### src/rtl/spi_os_pkg.sv
package spi_os_pkg;

    typedef enum logic [1:0] {
        ST_IDLE,
        ST_LEAD,
        ST_SHIFT,
        ST_TICK
    } spi_state_e;

    typedef struct packed {
        logic idle_lvl;
        logic ss_lvl;
        logic lsb_first;
    } spi_fmt_t;

    function automatic int fold_mult(input int d);
        return (d < 1) ? 1 : d;
    endfunction

    function automatic int fold_samp(input int s, input int m);
        return (s > m - 1) ? m - 1 : s;
    endfunction

    function automatic int fold_len(input int l, input int w);
        if (l < 1) return 1;
        if (l > w) return w;
        return l;
    endfunction

endpackage

### src/rtl/spi_os_timer.sv
module spi_os_timer #(
    parameter int DIV_W = 8
) (
    input  logic             clk,
    input  logic             rst,
    input  logic             run,
    input  logic [DIV_W-1:0] mult,
    input  logic [DIV_W-1:0] samp,
    output logic             phase_act,
    output logic             samp_hit,
    output logic             period_end
);
    logic [DIV_W-1:0] sub_q;
    logic [DIV_W-1:0] half;

    assign half       = mult >> 1;
    assign phase_act  = (sub_q >= half);
    assign samp_hit   = run && (sub_q == samp);
    assign period_end = run && (sub_q == mult - DIV_W'(1));

    always_ff @(posedge clk) begin
        if (rst || !run)      sub_q <= '0;
        else if (period_end)  sub_q <= '0;
        else                  sub_q <= sub_q + DIV_W'(1);
    end


    sub_bound_chk: assert property (@(posedge clk) disable iff (rst)
        run |-> (sub_q < mult));

endmodule

### src/rtl/spi_os_lane.sv
module spi_os_lane #(
    parameter int WIDTH = 16,
    parameter int LEN_W = 5,
    parameter int IDX_W = 4
) (
    input  logic             clk,
    input  logic             rst,
    input  logic             load,
    input  logic             lsb_in,
    input  logic [LEN_W-1:0] len_in,
    input  logic [WIDTH-1:0] tx_in,
    input  logic             step,
    input  logic             cap,
    input  logic             miso,
    output logic             tx_bit,
    output logic             last,
    output logic [WIDTH-1:0] rx_word
);
    logic [WIDTH-1:0] tx_q;
    logic [WIDTH-1:0] rx_q;
    logic [IDX_W-1:0] idx_q;
    logic [LEN_W-1:0] len_q;
    logic             lsb_q;

    assign tx_bit  = tx_q[idx_q];
    assign last    = lsb_q ? (LEN_W'(idx_q) == len_q - LEN_W'(1)) : (idx_q == '0);
    assign rx_word = rx_q;

    always_ff @(posedge clk) begin
        if (rst) begin
            tx_q  <= '0;
            rx_q  <= '0;
            idx_q <= '0;
            len_q <= LEN_W'(1);
            lsb_q <= 1'b0;
        end else if (load) begin
            tx_q  <= tx_in;
            rx_q  <= '0;
            len_q <= len_in;
            lsb_q <= lsb_in;
            idx_q <= lsb_in ? '0 : IDX_W'(len_in - LEN_W'(1));
        end else begin
            if (cap)  rx_q[idx_q] <= miso;
            if (step) idx_q <= lsb_q ? idx_q + IDX_W'(1) : idx_q - IDX_W'(1);
        end
    end


    idx_range_chk: assert property (@(posedge clk) disable iff (rst)
        LEN_W'(idx_q) < len_q);


    rx_upper_chk: assert property (@(posedge clk) disable iff (rst)
        (rx_q >> len_q) == '0);

endmodule

### src/rtl/spi_os_master.sv
module spi_os_master
    import spi_os_pkg::*;
#(
    parameter  int WIDTH = 16,
    parameter  int DIV_W = 8,
    parameter  int DLY_W = 8,
    localparam int LEN_W = $clog2(WIDTH + 1),
    localparam int IDX_W = $clog2(WIDTH)
) (
    input  logic             clk,
    input  logic             rst,
    input  logic             xfer_req,
    input  logic             tick_req,
    output logic             ready,
    input  logic [LEN_W-1:0] xfer_len,
    input  logic [WIDTH-1:0] tx_word,
    output logic [WIDTH-1:0] rx_word,
    input  logic [DIV_W-1:0] clk_div,
    input  logic [DIV_W-1:0] samp_sel,
    input  logic             cpol_high,
    input  logic             ss_high,
    input  logic             lsb_first,
    input  logic [DLY_W-1:0] lead_dly,
    output logic             sclk,
    output logic             mosi,
    input  logic             miso,
    output logic             ss
);
    spi_state_e       state_q;
    spi_fmt_t         fmt_q;
    logic [DIV_W-1:0] mult_q, samp_q;
    logic [DLY_W-1:0] dly_q, dcnt_q;

    logic             run, phase_act, samp_hit, period_end;
    logic             tx_bit, lane_last, lane_load;
    logic [DIV_W-1:0] mult_in, samp_in;
    logic [LEN_W-1:0] len_in;

    assign mult_in = DIV_W'(fold_mult(int'(clk_div)));
    assign samp_in = DIV_W'(fold_samp(int'(samp_sel), int'(mult_in)));
    assign len_in  = LEN_W'(fold_len(int'(xfer_len), WIDTH));

    assign run       = (state_q == ST_SHIFT) || (state_q == ST_TICK);
    assign lane_load = (state_q == ST_IDLE) && xfer_req;

    assign ready = (state_q == ST_IDLE);
    assign sclk  = (run && phase_act) ? ~fmt_q.idle_lvl : fmt_q.idle_lvl;
    assign mosi  = (state_q == ST_SHIFT) && tx_bit;
    assign ss    = ((state_q == ST_LEAD) || (state_q == ST_SHIFT)) ? fmt_q.ss_lvl : ~fmt_q.ss_lvl;

    always_ff @(posedge clk) begin
        if (rst) begin
            state_q <= ST_IDLE;
            fmt_q   <= '{idle_lvl: cpol_high, ss_lvl: ss_high, lsb_first: 1'b0};
            mult_q  <= DIV_W'(1);
            samp_q  <= '0;
            dly_q   <= '0;
            dcnt_q  <= '0;
        end else begin
            case (state_q)
                ST_IDLE: begin
                    if (xfer_req) begin
                        fmt_q   <= '{idle_lvl: cpol_high, ss_lvl: ss_high, lsb_first: lsb_first};
                        mult_q  <= mult_in;
                        samp_q  <= samp_in;
                        dly_q   <= lead_dly;
                        dcnt_q  <= '0;
                        state_q <= (lead_dly == '0) ? ST_SHIFT : ST_LEAD;
                    end else if (tick_req) begin
                        fmt_q.idle_lvl <= cpol_high;
                        mult_q  <= mult_in;
                        samp_q  <= samp_in;
                        state_q <= ST_TICK;
                    end
                end
                ST_LEAD: begin
                    dcnt_q <= dcnt_q + DLY_W'(1);
                    if (dcnt_q == dly_q - DLY_W'(1)) state_q <= ST_SHIFT;
                end
                ST_SHIFT: begin
                    if (period_end && lane_last) state_q <= ST_IDLE;
                end
                ST_TICK: begin
                    if (period_end) state_q <= ST_IDLE;
                end
                default: state_q <= ST_IDLE;
            endcase
        end
    end

    spi_os_timer #(.DIV_W(DIV_W)) u_timer (
        .clk        (clk),
        .rst        (rst),
        .run        (run),
        .mult       (mult_q),
        .samp       (samp_q),
        .phase_act  (phase_act),
        .samp_hit   (samp_hit),
        .period_end (period_end)
    );

    spi_os_lane #(.WIDTH(WIDTH), .LEN_W(LEN_W), .IDX_W(IDX_W)) u_lane (
        .clk     (clk),
        .rst     (rst),
        .load    (lane_load),
        .lsb_in  (lsb_first),
        .len_in  (len_in),
        .tx_in   (tx_word),
        .step    ((state_q == ST_SHIFT) && period_end && !lane_last),
        .cap     ((state_q == ST_SHIFT) && samp_hit),
        .miso    (miso),
        .tx_bit  (tx_bit),
        .last    (lane_last),
        .rx_word (rx_word)
    );


    ready_ss_chk: assert property (@(posedge clk) disable iff (rst)
        (ss == fmt_q.ss_lvl) |-> !ready);


    release_chk: assert property (@(posedge clk) disable iff (rst)
        $rose(ready) |-> (!mosi && (sclk == fmt_q.idle_lvl)));


    lead_quiet_chk: assert property (@(posedge clk) disable iff (rst)
        (state_q == ST_LEAD) |-> (!mosi && (sclk == fmt_q.idle_lvl)));


    tick_ss_chk: assert property (@(posedge clk) disable iff (rst)
        (state_q == ST_TICK) |-> ((ss != fmt_q.ss_lvl) && !mosi));


    period_start_chk: assert property (@(posedge clk) disable iff (rst)
        ($rose(run) && (mult_q > DIV_W'(1))) |-> (sclk == fmt_q.idle_lvl));

endmodule

### config.mk
export PLATFORM = sky130hd
export DESIGN_NAME = spi_os_master
export DESIGN_NICKNAME = d
export VERILOG_FILES = /design/src/rtl/spi_os_pkg.sv /design/src/rtl/spi_os_timer.sv /design/src/rtl/spi_os_lane.sv /design/src/rtl/spi_os_master.sv
export SDC_FILE = /design/constraint.sdc
export NUM_CORES = 1
export LEC_CHECK = 0
export BUFFER_PORTS_ARGS = -buffer_cell sky130_fd_sc_hd__buf_2
export CAP_MARGIN = 20
export CORE_AREA = 10 10 124 126
export CTS_CLUSTER_DIAMETER = 150
export DETAILED_ROUTE_END_ITERATION = 16
export DIE_AREA = 0 0 134 136
export MAX_ROUTING_LAYER = met4
export SYNTH_ARGS = -nofsm -noshare
export SYNTH_HDL_FRONTEND = slang
export SYNTH_HIERARCHICAL = 1
export SYNTH_SLANG_ARGS = --single-unit
### constraint.sdc
create_clock -name clk -period 3.94 [get_ports clk]
set_input_delay 0 -clock clk [delete_from_list [all_inputs] [get_ports clk]]
set_output_delay 0 -clock clk [all_outputs]
set_load 0.005 [all_outputs]
### After elaboration in Yosys (flattened, before gate mapping)

Index checks and enable logic that the tools add are counted.

| operators by class | value |
|---|---|
| eq/ne operators | 12 |
| bitwise operators | 2 |
| reductions and logical operators | 32 |
| mux-type cells | 39 |
| $lt $le $gt $ge | 7 |
| add/sub/neg operators | 9 |

Operators by type and width:

| operator | number |
|---|---|
| 8-bit 2-to-1 mux | 7 |
| 8-bit == test | 3 |
| 8-bit by 1-bit adder with 8-bit output, second input constant | 2 |
| 16-bit bitwise mux | 1 |
| 4-bit 2-to-1 mux | 4 |
| 8-bit case mux with 2 select lines | 1 |
| 8-bit by 1-bit subtractor with 8-bit output, second input constant | 2 |
| 5-bit 2-to-1 mux | 3 |
| 2-bit 2-to-1 mux | 7 |
| 1-bit 2-to-1 mux | 11 |
| 1-bit logical AND | 10 |
| 2-bit AND reduction | 5 |
| 2-bit nonzero test | 5 |
| 9-bit > comparator | 1 |
| 8-bit by 1-bit subtractor with 9-bit output, second input constant | 1 |
| 8-bit by 7-bit >= comparator with 1-bit output | 1 |
| 8-bit zero test | 1 |
| 8-bit by 1-bit less-than comparator with 1-bit output, second input constant | 1 |
| 2-bit case mux with 4 select lines | 1 |
| 4-bit by 1-bit subtractor with 4-bit output, second input constant | 2 |
| 3-bit 2-to-1 mux | 2 |
| 4-bit by 5-bit == test with 1-bit output | 1 |
| 5-bit > comparator, second input constant | 1 |
| 4-bit by 5-bit less-than comparator with 1-bit output, second input constant | 1 |
| 19 further kinds | 27 |

| storage, ports and cells | value |
|---|---|
| register bits | 87 |
| output and inout bits | 20 |
| input port bits | 53 |

### Logic depth before layout (Yosys ltp)

Gate-level depths: netlist (run 1).

| logic depth | value |
|---|---|
| depth in word-level cells | 8 |
| gate-level depth with buffers | 15 |
| depth with buffers taken out | 14 |

### By module

The synthesis (run 1) kept the hierarchy.

By module, submodules not included:

| module | cells an instance | seq. area each (sq um) | times used | area each (sq um) |
|---|---|---|---|---|
| spi_os_master | 257 | 740.7 | 1 | 2134.5 |
| spi_os_lane | 232 | 840.8 | 1 | 2112.0 |
| spi_os_timer | 102 | 160.2 | 1 | 853.3 |

### Worst setup path before layout (run 1)

Ideal clock, no wire load.

| timing | value |
|---|---|
| kind | register to register |
| start | reg mult_q[0] |
| end | reg state_q[0] |
| setup time | 0.101 ns |
| path buffers | 0 |
| arrival time | 2.944 ns |
| path slack | 0.895 ns |
| cell stages (with the launch flop) | 13 |
| period minus slack after synthesis | 3.045 ns |
| cells stage by stage | dfxtp_1 > inv_1 > ha_1 > and3_1 > xnor2_1 > nor4_4 > and2_1 > a21bo_2 > o221ai_1 > or4_1 > a2111oi_4 > o21ai_0 > o41ai_1 |

| between the ends | value |
|---|---|
| word-level cells in the longest chain between the ends | 6 |

Ends and longest elaborated chain:

| item | line | source |
|---|---|---|
| start: declaration | spi_os_master.sv:31 | `logic [DIV_W-1:0] mult_q, samp_q;` |
| start signal: assignment | spi_os_master.sv:64 | `mult_q <= mult_in;` |
| start signal: assignment | spi_os_master.sv:71 | `mult_q <= mult_in;` |
| 8-bit by 1-bit subtractor with 8-bit output (*) | spi_os_timer.sv:19 | `assign period_end = run && (sub_q == mult - DIV_W'(1));` |
| 8-bit == test (*) | spi_os_timer.sv:19 |  |
| 1-bit logical AND (*) | spi_os_timer.sv:19 |  |
| named net period_end | spi_os_master.sv:34 | `logic run, phase_act, samp_hit, period_end;` |
| 1-bit logical AND | spi_os_master.sv:81 | `if (period_end && lane_last) state_q <= ST_IDLE;` |
| 2-bit by 1-bit != test with 1-bit output (no source line) | n/a |  |
| 4-bit AND reduction (no source line) (*) | n/a |  |
| end signal: assignment | spi_os_master.sv:68 | `state_q <= (lead_dly == '0) ? ST_SHIFT : ST_LEAD;` |
| end: declaration | spi_os_master.sv:29 | `spi_state_e state_q;` |

Mark *: on every way through the listed nets, which the timed path passes. The rest lies on a longest branch.
A chain may end at the register's enable or synchronous reset.

### Final worst setup path (run 1)

| timing | value |
|---|---|
| start | in clk_div[4] |
| end | reg samp_q[6] |

| between the ends | value |
|---|---|
| word-level cells in the longest chain between the ends | 7 |

Ends and longest elaborated chain:

| item | line | source |
|---|---|---|
| start: declaration | spi_os_master.sv:18 | `input logic [DIV_W-1:0] clk_div,` |
| 8-bit by 1-bit less-than comparator with 1-bit output | spi_os_pkg.sv:17 | `return (d < 1) ? 1 : d;` |
| 8-bit 2-to-1 mux (*) | spi_os_pkg.sv:17 |  |
| 8-bit by 1-bit subtractor with 9-bit output (*) | spi_os_pkg.sv:21 | `return (s > m - 1) ? m - 1 : s;` |
| 9-bit > comparator | spi_os_pkg.sv:21 |  |
| 8-bit 2-to-1 mux (*) | spi_os_pkg.sv:21 |  |
| 8-bit 2-to-1 mux | spi_os_master.sv:69 | `end else if (tick_req) begin` |
| 8-bit 2-to-1 mux (*) | spi_os_master.sv:62 | `if (xfer_req) begin` |
| end signal: assignment | spi_os_master.sv:65 | `samp_q <= samp_in;` |
| end signal: assignment | spi_os_master.sv:72 | `samp_q <= samp_in;` |
| end: declaration | spi_os_master.sv:31 |  |

Every way passes the cells marked *; elsewhere a longest branch is shown, timed or not. The select of a mux whose other input is x is not followed.

==> impl_metrics.sql, run 1 <==
INSERT INTO impl_metrics (metric_group, metric, value, unit) VALUES
('outcome', 'run_status', 'completed', ''),
('critical_path', 'critical_path_required', '4.16', 'ns'),
('logic_synthesis', 'synthArstFlopShare', '0', '%'),
('critical_path', 'crit_type', 'input port to register', ''),
('drt', 'top_signal_layer_used', 'met4', ''),
('critical_path', 'timing.critical_path.slowest_stage_cell', 'sky130_fd_sc_hd__dlygate4sd3_1', ''),
('clocking', 'insertion_delay', '0.34', 'ns'),
('clocking', 'cts_setup_buffers', '0', ''),
('sta', 'slew_headroom', '46.7', '%'),
('clocking', 'cts_sinks', '86', ''),
('clocking', 'clkSlewWorstSetupHoldPaths', '0.06', 'ns'),
('sta', 'max_slew.worst_pin.slew', '0.796', 'ns'),
('critical_path', 'path_delay_family', 'compound AO/OA/AOI/OAI gates', ''),
('clocking', 'cts-root-to-sink-buffers', '2', ''),
('pwr', 'vdd.ir_drop.worst', '0.000237', 'V'),
('clocking', 'htreeDepth', '3', ''),
('logic_synthesis', 'synth.ff_latch_count', '86', ''),
('sta', 'setup_tns', '0', 'ns'),
('logic_synthesis', 'synth.avg_cell_area', '8.63', 'sq um'),
('critical_path', 'timing.critical_path.slowest_cell_delay', '0.55', 'ns'),
('die', 'floorplan.initialDensity', '39.3', '%'),
('clocking', 'cts_tree', 'built', ''),
('worst_hold_path', 'timing.hold.worst_path_depth', '3', ''),
('die', 'die_x', '134', 'um'),
('die', 'fp.dieH', '136', 'um'),
('critical_path', 'worstSetupEndpointType', 'register', ''),
('sta', 'setup_viol', '0', ''),
('sta', 'setup_clock_skew_after_layout', '0.0103', 'ns'),
('sta', 'final.setup.worst_slack', '0.464', 'ns'),
('critical_path', 'path_cells', 'dlygate4sd3_1, buf_2, or3_1, nor2_1, a31oi_1, ha_1, nand2_1, nor3_1, xnor2_1, ha_1, a21o_1, a211oi_1, a31oi_1, a21oi_1, buf_4, nor3_1, a211o_1', ''),
('worst_hold_path', 'whs_endpoint', 'mult_q[0]$_SDFFE_PP1P_', ''),
('critical_path', 'crit_arrival', '3.70', 'ns'),
('die', 'boundaryPins', '73', ''),
('critical_path', 'reg2regPathDepth', '13', ''),
('die', 'die_area', '18200', 'sq um'),
('drt', 'drt-vias-per-instance', '5.16', ''),
('sta', 'finalCritPeriodShare', '88.2', '%'),
('logic_synthesis', 'post-synth-top-area-cell', 'sky130_fd_sc_hd__dfxtp_1', ''),
('critical_path', 'rr_endpoint', 'state_q[0]$_SDFFE_PP0P_', ''),
('logic_synthesis', 'synthTopCellsByCount', '84 x sky130_fd_sc_hd__dfxtp_1, 64 x sky130_fd_sc_hd__nor2_1, 48 x sky130_fd_sc_hd__nand2_1', ''),
('sta', 'achievable-frequency', '288', 'MHz'),
('pwr', 'p_leak', '2.65', 'nW'),
('worst_hold_path', 'worstHoldPathType', 'input port to register', ''),
('pwr', 'power.density', '487', 'nW/um^2'),
('drt', 'wirelength', '12900', 'um'),
('drt', 'antenna_violating_nets_post_route', '0', ''),
('logic_synthesis', 'synth_area', '5100', 'sq um'),
('placement', 'gp_congestion', '0.903', ''),
('drt', 'm1WireLength', '6060', 'um'),
('logic_synthesis', 'synthCells', '591', ''),
('sta', 'finalCriticalPeriod', '3.48', 'ns'),
('grt', 'initial_antenna_violation_count', '0', ''),
('logic_synthesis', 'dominant_cell_by_count_in_the_synthesized_netlist', 'sky130_fd_sc_hd__dfxtp_1', ''),
('drt', 'route.detailed.wl_per_inst', '14.7', 'um'),
('logic_synthesis', 'netlist.area_leader.share', '33.0', '%'),
('critical_path', 'reg2reg_from', 'mult_q[0]$_SDFFE_PP1P_', ''),
('layout', 'area_delta_synth_final', '22.8', '%'),
('grt', 'grtUsageTotal', '14.5', '%'),
('die', 'placement_rows', '42', ''),
('logic_synthesis', 'ys.flop_type', 'sky130_fd_sc_hd__dfxtp_1', ''),
('sta', 'final_hold_fails', '0', ''),
('run', 'timing.max_cap.violations', '0', ''),
('clocking', 'cts_root_buf', 'sky130_fd_sc_hd__clkbuf_16', ''),
('die', 'floorplan.core_area', '13000', 'sq um'),
('drt', 'detailroute.wirelength.met3', '673', 'um'),
('drt', 'met2_wirelength', '5940', 'um'),
('grt', 'grt_first_pass_wirelength', '21500', 'um'),
('sta', 'worst_hold_slack', '0.00962', 'ns'),
('layout', 'nets', '774', ''),
('critical_path', 'path_max_fanout', '15', ''),
('critical_path', 'element_type_at_the_critical_path_start', 'input port', '');
==> worst max path at each step <==
stage	startpoint	end	slack [ns]	cells past startpoint
finish	clk_div[4]	samp_q[6]$_SDFFE_PP0P_	0.46	17
global route	clk_div[4]	samp_q[6]$_SDFFE_PP0P_	0.25	17
CTS	clk_div[4]	samp_q[6]$_SDFFE_PP0P_	0.51	17
detailed placement	mult_q[0]$_SDFFE_PP1P_	state_q[0]$_SDFFE_PP0P_	0.70	13
global placement	mult_q[0]$_SDFFE_PP1P_	state_q[1]$_SDFFE_PP0P_	0.81	13
floorplan	mult_q[0]$_SDFFE_PP1P_	state_q[0]$_SDFFE_PP0P_	0.90	12
==> power breakdown <==
part / internal, mW / switching, mW / total, mW
logic: 0.512 / 0.633 / 1.14
clock network: 0.434 / 0.369 / 0.802
registers: 0.995 / 0.112 / 1.11
total: 1.94 / 1.11 / 3.05
==> tightest hold or removal path: cells and delay by family <==
family                 cells  cell delay [ns]
buffers and inverters      1             0.09
AOI/OAI and AO/OA          2             0.22
==> per-stage QoR <==
stage / util (%) / cell area [sq um] / instances / power (mW)
after floorplan: - / 5100 / 591 / 1.97
after global placement: 43.1 / 5590 / 818 / 2.21
after detailed placement: 43.1 / 5590 / 818 / 2.24
after CTS: 48.3 / 6260 / 873 / 3.08
after global routing: 48.3 / 6260 / 873 / 3.27
final: 48.3 / 6260 / 873 / 3.05
==> final cells by class <==
class                           count  area, sq um  share of cell area, %
Tap cell                          176          220                   3.52
Sequential cell                    86         1740                   27.8
Inverter                           31          116                   1.86
Clock buffer                        9          225                   3.60
Clock inverter                      7         55.1                  0.879
Multi-Input combinational cell    445         3090                   49.4
Timing Repair Buffer              119          811                   12.9
==> kinds of logic after synthesis <==
kind of cell / Yosys count / synth area share [%]
AND/OR/NAND/NOR: 211 / 21.1
flip-flops: 86 / 34.2
XOR/XNOR: 55 / 9.45
buffers and inverters: 60 / 5.18
multiplexers: 31 / 7.24
adder cells (fa/ha/maj): 29 / 7.26
AO/OA/AOI/OAI: 119 / 15.7
==> cells in the final DEF, fill, tap and decap left out, drive strengths merged, types with 2 or more instances in the layout <==
cell type	n
dfxtp	84
buf	80
nor2	64
nand2	48
dlygate4sd3	39
a21oi	34
inv	33
xnor2	32
o21ai	28
ha	28
mux2i	26
xor2	23
nor3	22
nand3	15
and3	12
nand2b	10
a211oi	10
clkbuf	9
nand4	8
a211o	7
nor2b	6
a22o	6
a21o	6
or2	5
nor4	5
or3	4
and2	4
o211ai	4
mux4	4
a31oi	3
o21a	3
clkinv	3
o41ai	2
clkinvlp	2
edfxtp	2
a41oi	2
nand3b	2
or4	2
nor3b	2
==> registers in the layout (all words and copies together) (netlist names) <==
name	cells
u_lane/rx_word	16
u_lane/tx_q	16
dcnt_q	8
dly_q	8
mult_q	8
samp_q	8
u_timer/sub_q	8
u_lane/len_q	5
u_lane/idx_q	4
fmt_q	2
state_q	2
u_lane/lsb_q	1
==> what timing repair did <==
action,in CTS,in global routing
hold buffers,39,0
setup endpoints to repair,0,0
hold endpoints to repair,39,0
==> routing by layer <==
layer / vias to the layer above / global-route usage [%]
li1: 2288 / -
met1: 2071 / 17.9
met2: 129 / 22.9
met3: 13 / 3.87
met4: 0 / 4.41
met5: - / -
No activity file was read; power rests on OpenSTA's default activity.
==> inputs of run 2 (changes only) <==
REMOVE_ABC_BUFFERS = 1   (was not set)
==> impl_metrics.sql, run 2 (synthesized netlist as in run 1, its figures left out) <==
INSERT INTO impl_metrics (metric_group, metric, value, unit) VALUES
('drt', 'first_iter_violations', '216', ''),
('sta', 'setup_viol', '0', ''),
('clocking', 'htreeDepth', '3', ''),
('critical_path', 'worstSetupEndpointType', 'register', ''),
('clocking', 'clkSlewWorstSetupHoldPaths', '0.06', 'ns'),
('sta', 'finalCritPeriodShare', '86.5', '%'),
('worst_hold_path', 'whs_endpoint', 'fmt_q[2]$_DFFE_PP_', ''),
('drt', 'drc_errors', '0', ''),
('sta', 'grt_setup_unrepaired', 'false', ''),
('grt', 'grtUsageTotal', '14.9', '%'),
('layout', 'area_delta_synth_final', '22.5', '%'),
('drt', 'drt_first_pass_iters', '4', ''),
('layout', 'final_cell_mix', '84 x sky130_fd_sc_hd__dfxtp_1, 72 x sky130_fd_sc_hd__buf_2, 64 x sky130_fd_sc_hd__nor2_1', ''),
('sta', 'final.setup.worst_slack', '0.533', 'ns'),
('clocking', 'cts_resized', '0', ''),
('die', 'die_area', '18200', 'sq um'),
('die', 'boundaryPins', '73', ''),
('critical_path', 'critical_path_required', '4.17', 'ns'),
('drt', 'overall_via_count_from_detail_route', '4428', ''),
('placement', 'port-buffer-count', '72', ''),
('layout', 'fill_cells', '1269', ''),
('critical_path', 'path_cells', 'dlygate4sd3_1, buf_2, or3_1, nor2_1, a31oi_1, ha_1, nand2_1, xor2_1, ha_1, and4_1, a21oi_1, o211ai_1, a21oi_1, buf_4, nor3_1, a211o_1', ''),
('drt', 'drt-vias-per-instance', '5.09', ''),
('worst_hold_path', 'hold_path.startpoint', 'cpol_high', ''),
('clocking', 'insertion_delay', '0.34', 'ns'),
('grt', 'globalRouteOverflowTotal', '0', ''),
('placement', 'detailed_place_hpwl', '9490', 'um'),
('clocking', 'cts-root-to-sink-buffers', '2', ''),
('layout', 'final_core_util', '48.1', '%'),
('critical_path', 'timing.critical_path.slowest_stage_cell', 'sky130_fd_sc_hd__dlygate4sd3_1', ''),
('critical_path', 'crit_type', 'input port to register', ''),
('clocking', 'cts_root_buf', 'sky130_fd_sc_hd__clkbuf_16', ''),
('worst_hold_path', 'timing.hold.worst_path_depth', '2', ''),
('grt', 'initial_antenna_violation_count', '0', ''),
('die', 'floorplan.initialDensity', '39.3', '%'),
('clocking', 'cts_tree', 'built', ''),
('critical_path', 'rr_endpoint', 'state_q[0]$_SDFFE_PP0P_', ''),
('grt', 'grt_first_pass_wirelength', '21900', 'um'),
('die', 'floorplan.core_area', '13000', 'sq um'),
('pwr', 'p_leak', '2.64', 'nW'),
('drt', 'antenna_violating_nets_post_route', '0', ''),
('placement', 'post-place-ws', '0.659', 'ns'),
('sta', 'final_hold_fails', '0', ''),
('clocking', 'cts_inserted_buffers', '9', ''),
('sta', 'slew_headroom', '42.7', '%'),
('pwr', 'p_total', '3.11', 'mW'),
('critical_path', 'reg2reg_from', 'mult_q[0]$_SDFFE_PP1P_', ''),
('sta', 'max_slew.worst_pin.slew', '0.857', 'ns'),
('pwr', 'power.density', '497', 'nW/um^2'),
('die', 'placement_rows', '42', ''),
('critical_path', 'reg2regPathDepth', '13', ''),
('placement', 'gp_congestion', '0.885', ''),
('layout', 'mostFrequentLayoutCell', 'sky130_fd_sc_hd__dfxtp_1', ''),
('layout', 'nets', '771', ''),
('sta', 'achievable-frequency', '294', 'MHz'),
('critical_path', 'cp-startpoint', 'clk_div[4]', ''),
('critical_path', 'path_max_fanout', '15', ''),
('layout', 'antenna_cells_inserted', '0', ''),
('sta', 'finalCriticalPeriod', '3.41', 'ns'),
('drt', 'route.detailed.wl_per_inst', '15.1', 'um'),
('critical_path', 'reg2reg_slack', '0.64', 'ns'),
('sta', 'setup_clock_skew_after_layout', '0.00791', 'ns'),
('grt', 'maximum_number_of_pins_on_one_net_before_global_route_repair', '49', ''),
('sta', 'setup_tns', '0', 'ns'),
('die', 'die_x', '134', 'um'),
('critical_path', 'timing.critical_path.slowest_cell_delay', '0.54', 'ns'),
('die', 'fp.dieH', '136', 'um'),
('layout', 'final_layout_size_suffix_gt1_share', '16.3', '%'),
('critical_path', 'crit_arrival', '3.63', 'ns'),
('outcome', 'run_status', 'completed', ''),
('grt', 'first_global_vias', '4531', ''),
('layout', 'multiInputGateArea', '3090', 'sq um'),
('worst_hold_path', 'worstHoldPathType', 'input port to register', ''),
('run', 'timing.max_cap.violations', '0', ''),
('pwr', 'vdd.ir_drop.worst', '0.000237', 'V'),
('critical_path', 'element_type_at_the_critical_path_start', 'input port', ''),
('layout', 'register_area', '1740', 'sq um'),
('clocking', 'cts_sinks', '86', ''),
('sta', 'maxSlewViolCount', '0', ''),
('drt', 'wirelength', '13200', 'um');
-- run 2: cell count changes in the layout (fill, tap and decap cells not counted), sizes merged --
cell / before / now
clkbuf: 9 / 11
clkinvlp: 2 / 3
dlygate4sd3: 39 / 37
buf: 80 / 79
clkinv: 3 / 1
inv: 33 / 32
-- run 2: critical path, delay by kind of cell --
family | cells | cell delay (ns)
compound gates | 5 | 0.86
xor+xnor | 1 | 0.29
fa+ha+maj | 2 | 0.57
buf+inv | 3 | 0.90
simple gates | 5 | 1.00
-- run 2: how the worst max path moves through the flow --
stage | endpoint | slack [ns] | cells past startpoint
after CTS | samp_q[7]$_SDFFE_PP0P_ | 0.62 | 17
after global placement | state_q[1]$_SDFFE_PP0P_ | 0.76 | 13
after global routing | samp_q[0]$_SDFFE_PP0P_ | 0.24 | 17
after detailed placement | state_q[0]$_SDFFE_PP0P_ | 0.66 | 13
final | samp_q[6]$_SDFFE_PP0P_ | 0.53 | 16
after floorplan | state_q[0]$_SDFFE_PP0P_ | 0.90 | 12
-- run 2: power by group --
part	total (mW)	switching, mW	internal, mW
Sequential	1.11	0.117	0.995
Clock	0.838	0.368	0.471
Combinational	1.16	0.646	0.511
-- run 2: final cells by class --
type	count	share of cell area (%)
clock buffer	11	4.06
clock inverter	5	0.641
inverter	31	1.86
multi-input combinational	445	49.5
sequential	86	27.9
tap	176	3.52
timing repair buffer	116	12.5
-- run 2: timing repair --
item                                   in CTS  in global routing
buffers inserted                            0                  0
endpoints found under the hold margin      37                  0
hold buffers                               37                  0
-- run 2: per-layer routing --
metal	GRT usage (%)	share of wire [%]
met2	26.6	51
met3	2.29	2.2
met5	-	0
met1	16.4	45
met4	5.99	1.9
-- run 2: stage by stage --
step | instance area (sq um) | hold WS [ns] | std cells
after floorplan | 4950 | 0.0691 | 562
after global placement | 5590 | 0.234 | 817
after detailed placement | 5590 | 0.246 | 817
after CTS | 6250 | 0.000230 | 870
after global routing | 6250 | 0.0183 | 870
final | 6250 | 0.00804 | 870
==> inputs of run 3 (changes only) <==
CORE_AREA = 10 10 123 125   (was 10 10 124 126)
DIE_AREA = 0 0 133 135   (was 0 0 134 136)
SYNTH_HIERARCHICAL = not set   (was 1)
==> impl_metrics.sql, run 3 <==
INSERT INTO impl_metrics (metric_group, metric, value, unit) VALUES
('critical_path', 'critical_path_required', '4.17', 'ns'),
('sta', 'slew_headroom', '38.3', '%'),
('critical_path', 'path_cells', 'dlygate4sd3_1, buf_2, or4_1, nor2b_1, nor2_1, ha_1, nor3b_1, xnor2_1, ha_1, a21o_1, a21o_1, a2111oi_1, o21ai_2, buf_4, mux2i_1, a22o_1', ''),
('grt', 'use_met3', '3.00', '%'),
('clocking', 'cts-root-to-sink-buffers', '2', ''),
('logic_synthesis', 'yosys_warnings', '0', ''),
('critical_path', 'element_type_at_the_critical_path_start', 'input port', ''),
('critical_path', 'reg2reg_slack', '0.88', 'ns'),
('pwr', 'power_switching', '1.12', 'mW'),
('drt', 'antenna_violating_nets_post_route', '0', ''),
('outcome', 'run_status', 'completed', ''),
('clocking', 'cts_inserted_buffers', '9', ''),
('logic_synthesis', 'synthCells', '583', ''),
('critical_path', 'reg2regPathDepth', '9', ''),
('logic_synthesis', 'post-synth-top-area-cell', 'sky130_fd_sc_hd__dfxtp_1', ''),
('layout', 'mostFrequentLayoutCell', 'sky130_fd_sc_hd__nand2_1', ''),
('sta', 'final_hold_fails', '0', ''),
('die', 'die_area', '18000', 'sq um'),
('critical_path', 'crit_type', 'input port to register', ''),
('grt', 'globalRouteMet2Util', '25.4', '%'),
('logic_synthesis', 'netlist.area_leader.share', '34.0', '%'),
('clocking', 'insertion_delay', '0.33', 'ns'),
('critical_path', 'worstSetupEndpointType', 'register', ''),
('grt', 'maximum_number_of_pins_on_one_net_before_global_route_repair', '46', ''),
('logic_synthesis', 'synth.ff_latch_count', '86', ''),
('sta', 'finalCritPeriodShare', '95.6', '%'),
('die', 'die_x', '133', 'um'),
('sta', 'finalCriticalPeriod', '3.77', 'ns'),
('pwr', 'netSwitchingFraction', '35.5', '%'),
('drt', 'wirelength', '12700', 'um'),
('grt', 'globalRouteMet1Util', '16.4', '%'),
('logic_synthesis', 'synth-edff-count', '2', ''),
('critical_path', 'path_max_fanout', '5', ''),
('critical_path', 'worstSetupEndpoint', 'samp_q[7]$_SDFFE_PP0P_', ''),
('critical_path', 'reg2reg_from', 'mult_q[0]$_SDFFE_PP1P_', ''),
('logic_synthesis', 'synthArstFlopShare', '0', '%'),
('clocking', 'clkSlewWorstSetupHoldPaths', '0.06', 'ns'),
('sta', 'max_slew.worst_pin.slew', '0.923', 'ns'),
('grt', 'globalRoute.busiestLayer', 'met2', ''),
('layout', 'area_delta_synth_final', '23.6', '%'),
('logic_synthesis', 'synthTopCellsByCount', '91 x sky130_fd_sc_hd__nand2_1, 84 x sky130_fd_sc_hd__dfxtp_1, 47 x sky130_fd_sc_hd__nor2_1', ''),
('logic_synthesis', 'ys_top_cells_by_area', 'sky130_fd_sc_hd__dfxtp_1 34%, sky130_fd_sc_hd__ha_1 7.3%, sky130_fd_sc_hd__nand2_1 6.9%, sky130_fd_sc_hd__xnor2_1 5.9%, sky130_fd_sc_hd__mux2i_1 4.3%', ''),
('grt', 'initial_antenna_violation_count', '1', ''),
('worst_hold_path', 'worstHoldPathType', 'input port to register', ''),
('layout', 'final_layout_size_suffix_gt1_share', '15.7', '%'),
('run', 'timing.max_cap.violations', '0', ''),
('critical_path', 'timing.critical_path.slowest_cell_delay', '0.58', 'ns'),
('critical_path', 'rr_endpoint', 'state_q[0]$_SDFFE_PP0P_', ''),
('sta', 'achievable-frequency', '266', 'MHz'),
('grt', 'grt_first_pass_wirelength', '21400', 'um'),
('sta', 'maxSlewViolCount', '0', ''),
('placement', 'post-place-ws', '0.278', 'ns'),
('grt', 'first_global_vias', '4576', ''),
('sta', 'setup_clock_skew_after_layout', '0.00507', 'ns'),
('layout', 'nets', '764', ''),
('placement', 'gp_congestion', '0.833', ''),
('logic_synthesis', 'synth_seq_area_share', '35.3', '%'),
('grt', 'globalRouteOverflowTotal', '0', ''),
('die', 'boundaryPins', '73', ''),
('pwr', 'seq_power_share', '38.0', '%'),
('grt', 'grtUsageTotal', '14.6', '%'),
('logic_synthesis', 'ys.flop_type', 'sky130_fd_sc_hd__dfxtp_1', ''),
('drt', 'drt-vias-per-instance', '5.12', ''),
('sta', 'final.setup.worst_slack', '0.174', 'ns'),
('clocking', 'cts_root_buf', 'sky130_fd_sc_hd__clkbuf_16', ''),
('pwr', 'cellInternalPower', '2.03', 'mW'),
('drt', 'overall_via_count_from_detail_route', '4398', ''),
('pwr', 'vdd.ir_drop.worst', '0.000295', 'V'),
('pwr', 'clockPowerShare', '26.2', '%'),
('logic_synthesis', 'synth.avg_cell_area', '8.47', 'sq um'),
('pwr', 'power.density', '516', 'nW/um^2'),
('logic_synthesis', 'dominant_cell_by_count_in_the_synthesized_netlist', 'sky130_fd_sc_hd__nand2_1', ''),
('die', 'fp.dieH', '135', 'um'),
('critical_path', 'timing.critical_path.slowest_stage_cell', 'sky130_fd_sc_hd__or4_1', ''),
('drt', 'drc_errors', '0', ''),
('die', 'floorplan.core_area', '12600', 'sq um'),
('placement', 'port-buffer-count', '72', ''),
('critical_path', 'cp-startpoint', 'clk_div[4]', ''),
('pwr', 'power.share.combinational', '35.8', '%'),
('critical_path', 'crit_arrival', '3.99', 'ns'),
('logic_synthesis', 'synth_area', '4940', 'sq um'),
('sta', 'setup_viol', '0', ''),
('pwr', 'p_total', '3.15', 'mW'),
('sta', 'worst_hold_slack', '0.00768', 'ns'),
('drt', 'route.detailed.wl_per_inst', '14.8', 'um'),
('drt', 'first_iter_violations', '226', ''),
('clocking', 'htreeDepth', '3', ''),
('layout', 'final_cell_mix', '91 x sky130_fd_sc_hd__nand2_1, 84 x sky130_fd_sc_hd__dfxtp_1, 72 x sky130_fd_sc_hd__buf_2', ''),
('die', 'placement_rows', '41', ''),
('drt', 'drt_first_pass_iters', '5', ''),
('clocking', 'cts_sinks', '86', ''),
('logic_synthesis', 'netlist-cell-type-count', '63', ''),
('clocking', 'cts_tree', 'built', ''),
('die', 'floorplan.initialDensity', '39.3', '%'),
('pwr', 'p_leak', '2.54', 'nW'),
('placement', 'detailed_place_hpwl', '9230', 'um');
-- run 3: changes by cell type after synthesis, sizes merged, moves of 8 or more --
cell    before  now
nor3        22   13
buf         15    3
o21ai       28   16
nand2       48   91
clkbuf      14   23
a21oi       34   42
and3        12    4
nor2        64   47
-- run 3: cell families (layout without fill, tap and decap cells) --
family	count (synthesis)	count (layout)	share of synthesized area, %
XOR/XNOR	56	56	10.2
flip-flops	86	86	35.3
multiplexers	28	28	6.99
AND/OR/NAND/NOR	220	220	20.8
adder cells (fa/ha/maj)	30	30	7.75
AO/OA/AOI/OAI	103	103	14.4
other	0	1	0
buffers and inverters	60	163	4.58
-- run 3: worst min path at each step --
stage / endpoint / cells after the start / from / slack (ns)
finish: samp_q[0]$_SDFFE_PP0P_ / 3 / samp_sel[0] / 0.008
global route: samp_q[0]$_SDFFE_PP0P_ / 3 / samp_sel[0] / 0.05
CTS: samp_q[0]$_SDFFE_PP0P_ / 3 / samp_sel[0] / 0.008
detailed placement: u_lane.tx_q[15]$_SDFFE_PP0P_ / 3 / tx_word[15] / 0.25
global placement: u_lane.tx_q[6]$_SDFFE_PP0P_ / 3 / tx_word[6] / 0.24
floorplan: state_q[0]$_SDFFE_PP0P_ / 1 / rst / 0.06
-- run 3: power groups by stage --
stage,Clock (mW),Combinational [mW],Sequential [mW]
2_1_floorplan,0,0.833,1.16
3_3_place_gp,0,1.06,1.21
3_5_place_dp,0,1.09,1.22
4_1_cts,0.846,1.13,1.20
5_1_grt,0.881,1.27,1.22
6_report,0.827,1.13,1.20
-- run 3: final cells by class --
class                   count  area, sq um
fillers                  1186         6460
multi-input cells         437         2980
flip-flops and latches     86         1740
repair buffers            113          758
clock buffers              11          233
well taps                 172          215
inverters                  34          128
clock inverters             5         50.0
diodes                      1         2.50
-- run 3: per-stage QoR --
| stage | TNS, ns | cell area, sq um | utilization (%) | std cells |
|---|---|---|---|---|
| 2_1_floorplan | 0 | 4840 | - | 557 |
| 3_3_place_gp | 0 | 5430 | 43.2 | 803 |
| 3_5_place_dp | 0 | 5430 | 43.2 | 803 |
| 4_1_cts | 0 | 6070 | 48.3 | 855 |
| 5_1_grt | -0.00360 | 6100 | 48.6 | 859 |
| 6_report | 0 | 6100 | 48.6 | 859 |
-- run 3: repair_timing --
action                                 CTS  global route
setup endpoints to repair                0             8
buffers inserted                         0             3
gates resized for setup                  0             2
endpoints found under the hold margin   36             0
hold buffers                            36             0
-- run 3: per-layer routing --
metal  share of wire [%]  vias up  routed length (um)
li1                    -     2207                   -
met1                  45     2075                5710
met2                  50       95                6360
met3                 3.4       21                 429
met4                 1.9        0                 241
met5                   0        -                   0
-- run 3: worst max-delay path, delay by kind of cell --
kind,cells,cell delay [ns]
AO/OA/AOI/OAI,5,1.19
XOR/XNOR,1,0.23
adder cells (fa/ha/maj),2,0.53
buffers and inverters,3,0.90
multiplexers,1,0.11
AND/OR/NAND/NOR,4,1.02
